--- src/rtl/cwd_pkg.sv ---
package cwd_pkg;
  // frame drop pattern geometry
  parameter int SKIP_LEN = 6;
  parameter int SKIP_PW  = 3;

  // strobes from control to datapath
  typedef struct packed {
    logic keep;        // forward this input pixel
    logic lineFirst;   // first kept pixel of its output line
    logic frameFirst;  // first kept pixel of the output frame
  } cwd_strb_t;
endpackage

--- src/rtl/cwd_skip_seq.sv ---
module cwd_skip_seq
  import cwd_pkg::*;
(
  input  logic                clk,
  input  logic                rstN,
  input  logic                frameStart,
  input  logic [SKIP_LEN-1:0] skipMask,
  input  logic [SKIP_PW-1:0]  skipPeriod,
  output logic                dropNow
);
  localparam int PW1 = SKIP_PW + 1;

  logic [SKIP_PW-1:0] pos;
  logic [SKIP_PW-1:0] lenEff;
  logic [SKIP_PW-1:0] effPos;
  logic [SKIP_PW-1:0] nextPos;

  always_comb begin
    if (skipPeriod == '0)
      lenEff = SKIP_PW'(1);
    else if (32'(skipPeriod) >= SKIP_LEN)
      lenEff = SKIP_PW'(SKIP_LEN);
    else
      lenEff = skipPeriod;
    effPos = (pos >= lenEff) ? '0 : pos;
    if (({1'b0, effPos} + PW1'(1)) >= {1'b0, lenEff})
      nextPos = '0;
    else
      nextPos = effPos + SKIP_PW'(1);
    dropNow = skipMask[effPos];
  end

  always_ff @(posedge clk) begin
    if (!rstN)
      pos <= '0;
    else if (frameStart)
      pos <= nextPos;
  end

  a_r7_pos_in_range: assert property (@(posedge clk) disable iff (!rstN)
    32'(pos) < SKIP_LEN);
endmodule

--- src/rtl/cwd_ctrl.sv ---
module cwd_ctrl
  import cwd_pkg::*;
#(
  parameter int COORD_W = 12
)(
  input  logic               clk,
  input  logic               rstN,
  input  logic               inValid,
  input  logic               inSof,
  input  logic               inSol,
  input  logic [COORD_W-1:0] cropX,
  input  logic [COORD_W-1:0] cropY,
  input  logic [COORD_W-1:0] cropW,
  input  logic [COORD_W-1:0] cropH,
  input  logic               halfH,
  input  logic               halfV,
  input  logic               dropNow,
  output logic               frameStart,
  output cwd_strb_t          strb
);
  localparam int CW1 = COORD_W + 1;

  typedef struct packed {
    logic [COORD_W-1:0] x;
    logic [COORD_W-1:0] y;
    logic [COORD_W-1:0] w;
    logic [COORD_W-1:0] h;
    logic               hh;
    logic               hv;
  } win_t;

  win_t winIn, winLat, winUse;
  logic dropLat, dropUse;
  logic [COORD_W-1:0] xNext, yCur;
  logic [COORD_W-1:0] curX, curY, relX, relY;
  logic lineStart, insideX, insideY, pickX, pickY;

  always_comb begin
    winIn      = '{x: cropX, y: cropY, w: cropW, h: cropH, hh: halfH, hv: halfV};
    frameStart = inValid & inSof;
    lineStart  = inValid & (inSol | inSof);
    winUse     = frameStart ? winIn : winLat;
    dropUse    = frameStart ? dropNow : dropLat;

    curX = lineStart ? '0 : xNext;
    if (frameStart)
      curY = '0;
    else if (lineStart)
      curY = yCur + COORD_W'(1);
    else
      curY = yCur;

    relX = curX - winUse.x;
    relY = curY - winUse.y;
    insideX = ({1'b0, curX} >= {1'b0, winUse.x}) &&
              ({1'b0, curX} < ({1'b0, winUse.x} + {1'b0, winUse.w}));
    insideY = ({1'b0, curY} >= {1'b0, winUse.y}) &&
              ({1'b0, curY} < ({1'b0, winUse.y} + {1'b0, winUse.h}));
    pickX = !winUse.hh || !relX[0];
    pickY = !winUse.hv || !relY[0];

    strb.keep       = inValid & insideX & insideY & pickX & pickY & !dropUse;
    strb.lineFirst  = (relX == '0);
    strb.frameFirst = (relX == '0) && (relY == '0);
  end

  always_ff @(posedge clk) begin
    if (!rstN) begin
      xNext   <= '0;
      yCur    <= '0;
      winLat  <= '0;
      dropLat <= 1'b0;
    end else if (inValid) begin
      xNext <= curX + COORD_W'(1);
      yCur  <= curY;
      if (frameStart) begin
        winLat  <= winIn;
        dropLat <= dropNow;
      end
    end
  end

  // settings held for the whole frame once captured
  a_r9_cfg_held: assert property (@(posedge clk) disable iff (!rstN)
    !$past(frameStart) |-> $stable(winLat) && $stable(dropLat));

  // a cycle without a valid pixel never produces a kept pixel
  a_r10_idle_no_keep: assert property (@(posedge clk) disable iff (!rstN)
    !inValid |-> !strb.keep);

  // the unused width bit of the extended sums is intentional
  logic unusedCw;
  assign unusedCw = ^{CW1'(0)};
endmodule

--- src/rtl/cwd_datapath.sv ---
module cwd_datapath
  import cwd_pkg::*;
#(
  parameter int DATA_W = 16
)(
  input  logic              clk,
  input  logic              rstN,
  input  logic [DATA_W-1:0] inData,
  input  cwd_strb_t         strb,
  output logic              outValid,
  output logic              outSof,
  output logic              outSol,
  output logic [DATA_W-1:0] outData
);
  always_ff @(posedge clk) begin
    if (!rstN) begin
      outValid <= 1'b0;
      outSof   <= 1'b0;
      outSol   <= 1'b0;
      outData  <= '0;
    end else begin
      outValid <= strb.keep;
      outSol   <= strb.keep & strb.lineFirst;
      outSof   <= strb.keep & strb.frameFirst;
      if (strb.keep)
        outData <= inData;
    end
  end

  a_r6_sof_with_sol: assert property (@(posedge clk) disable iff (!rstN)
    outSof |-> outSol && outValid);

  a_r2_data_only_on_keep: assert property (@(posedge clk) disable iff (!rstN)
    !$past(strb.keep) |-> $stable(outData));
endmodule

--- src/rtl/capture_window_decim.sv ---
module capture_window_decim
  import cwd_pkg::*;
#(
  parameter int DATA_W  = 16,
  parameter int COORD_W = 12
)(
  input  logic                clk,
  input  logic                rstN,
  input  logic                inValid,
  input  logic                inSof,
  input  logic                inSol,
  input  logic [DATA_W-1:0]   inData,
  input  logic [COORD_W-1:0]  cropX,
  input  logic [COORD_W-1:0]  cropY,
  input  logic [COORD_W-1:0]  cropW,
  input  logic [COORD_W-1:0]  cropH,
  input  logic                halfH,
  input  logic                halfV,
  input  logic [SKIP_LEN-1:0] skipMask,
  input  logic [SKIP_PW-1:0]  skipPeriod,
  output logic                outValid,
  output logic                outSof,
  output logic                outSol,
  output logic [DATA_W-1:0]   outData
);
  cwd_strb_t strb;
  logic frameStart, dropNow;

  cwd_skip_seq skipSeq_i (
    .clk(clk), .rstN(rstN), .frameStart(frameStart),
    .skipMask(skipMask), .skipPeriod(skipPeriod), .dropNow(dropNow)
  );

  cwd_ctrl #(.COORD_W(COORD_W)) ctrl_i (
    .clk(clk), .rstN(rstN), .inValid(inValid), .inSof(inSof), .inSol(inSol),
    .cropX(cropX), .cropY(cropY), .cropW(cropW), .cropH(cropH),
    .halfH(halfH), .halfV(halfV), .dropNow(dropNow),
    .frameStart(frameStart), .strb(strb)
  );

  cwd_datapath #(.DATA_W(DATA_W)) dpath_i (
    .clk(clk), .rstN(rstN), .inData(inData), .strb(strb),
    .outValid(outValid), .outSof(outSof), .outSol(outSol), .outData(outData)
  );

  a_r10_out_needs_in: assert property (@(posedge clk) disable iff (!rstN)
    outValid |-> $past(inValid));
endmodule

--- config.mk ---
export PLATFORM = sky130hd
export DESIGN_NAME = capture_window_decim
export DESIGN_NICKNAME = d
export VERILOG_FILES = /design/src/rtl/cwd_pkg.sv /design/src/rtl/cwd_skip_seq.sv /design/src/rtl/cwd_ctrl.sv /design/src/rtl/cwd_datapath.sv /design/src/rtl/capture_window_decim.sv
export SDC_FILE = /design/constraint.sdc
export NUM_CORES = 1
export LEC_CHECK = 0
export BUFFER_PORTS_ARGS = -buffer_cell sky130_fd_sc_hd__clkbuf_2
export CORE_MARGIN = 4
export CORE_UTILIZATION = 58
export CTS_CLUSTER_DIAMETER = 30
export CTS_CLUSTER_SIZE = 8
export DETAILED_ROUTE_END_ITERATION = 12
export PLACE_DENSITY = 0.91
export SLEW_MARGIN = 20
export SYNTH_ARGS = -nofsm -noshare
export SYNTH_HDL_FRONTEND = slang
export SYNTH_SLANG_ARGS = --single-unit
--- constraint.sdc ---
create_clock -name clk -period 7.8 [get_ports clk]
set_input_delay 1.95 -clock clk [delete_from_list [all_inputs] [get_ports clk]]
set_output_delay 1.95 -clock clk [all_outputs]
set_load 0.02 [all_outputs]
Word-level counts from Yosys, hierarchy flattened
Cells that the tools add are included.
Cells by class
  reduce and logical (&&, ||, !) cells: 13
  shifts and indexed selects: 0
  multiplexer cells: 11
  $add $sub $neg: 8
  div/mod/pow operators: 0
  magnitude comparators: 8
  equal/unequal tests: 0
  multiply operators: 0
  bitwise logic cells: 10
Operators with widths (number)
  2-to-1 mux 50 bit: 1
  2-to-1 mux 12 bit: 3
  adder 12 x 12 -> 13 bit: 2
  < comparator 12 x 13 -> 1 bit: 2
  adder 12 x 1 -> 12 bit, second input constant: 2
  greater-or-equal comparator 12 bit: 2
  zero test 12 bit: 2
  subtractor 12 bit: 2
  2-to-1 mux 3 bit: 4
  bitwise AND 1 bit: 9
  zero test 1 bit: 5
  adder 3 x 1 -> 4 bit, second input constant: 1
  greater-or-equal comparator 4 x 3 -> 1 bit: 1
  < comparator 3 x 4 -> 1 bit, second input constant: 1
  adder 3 x 1 -> 3 bit, second input constant: 1
  binary-select mux 1 bit (select 3 bit): 1
  greater-or-equal comparator 3 bit: 1
  greater-or-equal comparator 3 bit, second input constant: 1
  logical AND 1 bit: 3
  zero test 3 bit: 1
  logical OR 1 bit: 2
  2-to-1 mux 1 bit: 2
  bitwise OR 1 bit: 1
Storage, ports and cells
  memories: 0
  RAM bits: 0
  memory bits (read-only): 0
  latch bits: 0
  word-level logic and storage cells: 64
  register bits: 97
  input port bits: 80
  output and inout bits: 19

Logic depth before layout (Yosys ltp)
  word-level depth: 11
  depth in mapped cells: 25

Modules after synthesis
From an unflattened synthesis, not the netlist that was laid out.
Second synthesis, totals
  cells, all modules: 837
  area total of the unflattened synthesis: 6960.4 sq um
By module, submodules not included
  cwd_ctrl: times used 1, area each 5849.4 sq um, sequential area each 1501.4 sq um, cells an instance 734
  cwd_datapath: times used 1, area each 698.2 sq um, sequential area each 380.4 sq um, cells an instance 57
  cwd_skip_seq: times used 1, area each 412.9 sq um, sequential area each 60.1 sq um, cells an instance 46

Worst setup path before layout
Ideal clock, no wire load.
  path kind: input-to-reg
  from: input inSof
  to: register dpath_i.outData[0]
  required time: 7.728 ns
  buffers on the path: 4
  stages: 25
  arrival time: 6.124 ns
  slack: 1.605 ns
  cell sequence: and2_1 -> buf_2 -> buf_2 -> mux2i_1 -> inv_1 -> ha_1 -> a21o_1 -> a21oi_1 -> nor2b_1 -> o211ai_1 -> nand2_1 -> a41oi_1 -> nor2b_1 -> xnor2_1 -> ha_1 -> o21a_1 -> o21a_1 -> o21ai_0 -> a41o_1 -> a31oi_1 -> a311oi_2 -> and3_1 -> buf_6 -> buf_12 -> mux2i_1
RTL lines
  from (decl): line capture_window_decim.sv:10  | input logic inSof,
  to (signal assigned): line cwd_datapath.sv:26  | outData <= inData;
  to (decl): line cwd_datapath.sv:13  | output logic [DATA_W-1:0] outData

==> metrics.md <==
| Metric | Value |
|---|---|
| EDFF count, synth | 0 |
| CTS H-tree lvls | 3 |
| Synth cell count leaders | nand2_1, dfxtp_1, ha_1 |
| CTS tree | yes |
| Worst Hold Class | flop to flop |
| Row Count | 39 |
| WHS Endpoint | dpath_i.outData[15] |
| Crit end category | flop |
| R2R Setup Slk | 3260 ps |
| Clk_lat worst skew | 350 ps |
| Cts hold-fix bufs | 0 |
| Final Skew | 9.54 ps |
| Root Driver | clkbuf_16 |
| Vias | 6047 |
| IO Pins | 99 |
| Slew HR | 0.418 |
| CP arrival | 7120 ps |
| Post-synth top area share | 0.284 |
| RSZ-0062 raised after global routing | false |
| Die ar. | 13600 sq um |
| Clock-pin transition on the worst setup and hold timing paths | 70 ps |
| Vias in the first global route | 5738 |
| Bufs on Longest Clock Path | 2 |
| Post CTS Setup Buffer Count | 0 |
| Startpoint types | input port |
| Reg2reg path depth | 21 |
| Wirelength per Cell | 14.8 microns |
| Number of CTS-inserted buffers | 9 |
| Chip Width | 117 microns |
| # setup viols final | 0 |
| Crit share post-route | 0.878 |
| Max Cap Viol | 0 |
| Status | complete, no violations |
| Nets | 1084 |
| WP data required | 8070 ps |
| CP top delay family | compound AO/OA/AOI/OAI gates |
| Placement Cell Area | 7400 sq um |
| DR vias/cell | 5.64 |
| Initial antenna violation count | 0 |
| Most frequent cell after synthesis | nand2_1 |
| CP Cell Sequence | clkbuf_2 > and2_2 > mux2i_1 > inv_1 > ha_1 > a21o_1 > a21oi_1 > nor2b_1 > o211ai_1 > nand2_1 > a41oi_1 > nor2b_1 > xnor2_1 > ha_1 > o21a_1 > o21a_1 > o21ai_0 > a41o_1 > a31oi_1 > a311oi_2 > and3_1 > buf_4 > mux2i_1 |
| Mapped Cells | 840 |
| Distinct cells, synth | 69 |
| Worst IR Drop VDD | 0.121 mV |
| Reg2reg end | dpath_i.outData[8] |
| Post_cts resized | 0 |
| DRT iter0 DRCs | 416 |
| Asr flop ratio synth | 0 |
| Slew Viols, Final | 0 |
| Cell area after synthesis | 6850 sq um |
| Post-synth top area cell | dfxtp_1 |
| Chip Height | 117 microns |
| Max Clk Rate | 146 MHz |
| CP max FO | 21 |
| WL final | 15900 microns |
| Top post-synthesis cells by area | dfxtp_1, ha_1, nand2_1, mux2i_1, and2_1 |
| First-pass GRT wire length | 26100 microns |
| Top_reg_cell synth | dfxtp_1 |
| Clock period minus worst slack | 6850 ps |
| Initial core utilization | 0.597 |
| Worst hold start | dpath_i.outData[15] |
| Core Util, Final | 0.673 |
| DP Worst Slack | 733 ps |
| Post-DP HPWL | 11900 microns |
| Ant diodes | 0 |
| Antenna-violating nets left | 0 |
| Crit-path max cell delay | 570 ps |
| Area delta synth->final | 12.7% |
| Critical path buffer and inverter count | 3 |
| Warnings from Yosys | 0 |
| Routability Congestion | 0.920 |
| Setup TNS | 0 ps |
| Overall fraction of global-route tracks in use | 0.235 |
| Least-Margin Pin Slew | 873 ps |
| Critical path's slowest cell | and2_2 |
| Post-synthesis sequential area ratio | 0.284 |
| Hold Fails Final Rpt | 0 |
| Worst reg2reg startpoint | ctrl_i.winLat[27] |
| Drc violations | 0 |
| Pin count of the biggest net entering global routing | 109 |
| Final WS setup | 953 ps |
| Post-route cell area | 7720 sq um |
| Pwr dens | 161 nW/um^2 |
| Share of layout cells above drive strength 1 | 0.141 |
| Core Area | 11500 sq um |
| WHS Path Cells | 2 |
| DP Cell Count | 1056 |
| Non-filler instance count after layout | 1072 |
| CTS Sinks | 97 |
| Mean Syn Cell Area | 8.15 sq um |
| Yosys reg bits | 97 |
| Mapped Nets | 1000 |
| Leak | 3.78 nW |
| Filler Cells Inserted | 924 |
| Crit Path Class | input port to flop |
| Congestion Overflow GR | 0 |
| Port bufs | 98 |
| Router iterations before antenna repair | 5 |
-- final cells by class --
cell class / instances / area [sq um] / share of cell area
clock buffers: 10 / 239 / 0.0310
clock inverters: 6 / 72.6 / 0.00940
inverters: 44 / 165 / 0.0214
multi-input cells: 671 / 4590 / 0.595
flip-flops and latches: 97 / 1940 / 0.252
well taps: 143 / 179 / 0.0232
repair buffers: 101 / 526 / 0.0681
-- cells in the final DEF, fill, tap and decap left out, types with 11 or more instances in the layout --
cell	count
nand2_1	156
ha_1	78
xor2_1	29
nor2b_1	38
clkbuf_2	98
xnor2_1	13
inv_1	43
nand3_1	13
a21oi_1	35
and2_1	54
dfxtp_1	97
nor2_1	38
mux2i_1	47
a21o_1	11
o21ai_0	29
-- kinds of logic after synthesis --
kind of cell    after synthesis  synth area share
simple gates                357             0.256
compound gates              143             0.141
flops                        97             0.284
fa+ha+maj                    81             0.150
buf+inv                      72            0.0460
mux                          48            0.0703
xor+xnor                     42            0.0537
-- worst max path at each step --
stage	from	endpoint	slack, ps	cells past startpoint
2_1_floorplan	inSof	dpath_i.outData[0]	1600	25
3_3_place_gp	inValid	dpath_i.outData[11]	930	23
3_5_place_dp	inValid	dpath_i.outData[8]	730	23
4_1_cts	inValid	dpath_i.outData[8]	1030	23
5_1_grt	inValid	dpath_i.outData[8]	630	23
6_report	inValid	dpath_i.outData[8]	950	23
-- metrics by stage --
stage / hold slack, ps / power [W]
5_1_grt: 478 / 0.00130
6_report: 458 / 0.00124
4_1_cts: 459 / 0.00125
3_3_place_gp: 443 / 0.000773
3_5_place_dp: 448 / 0.000782
2_1_floorplan: 443 / 0.000714
-- report_power, final --
part | internal (W) | switching [W]
Combinational | 0.000113 | 0.000147
Clock | 0.000263 | 0.000206
Sequential | 0.000509 | 0.00000576
-- flip-flops by register name (all words and copies together) (netlist names), named ones only --
register	cells
dpath_i.outData	16
dpath_i.outSol	1
dpath_i.outSof	1
ctrl_i.winLat	49
dpath_i.outValid	1
skipSeq_i.pos	3
ctrl_i.xNext	12
ctrl_i.yCur	12
ctrl_i.dropLat	1
-- tightest hold or removal path, cell delays in order, from the launching register on --
cell and delay [ps]:
dfxtp_1 310, nand2_1 50, mux2i_1 50
-- routing by layer --
metal	vias to the layer above	GRT usage	routed length [microns]
li1	3068	-	-
met1	2807	0.283	6700
met2	149	0.432	8220
met3	23	0.0373	665
met4	0	0.0673	293
met5	-	0	0
Power figures use the tool's default switching activity.
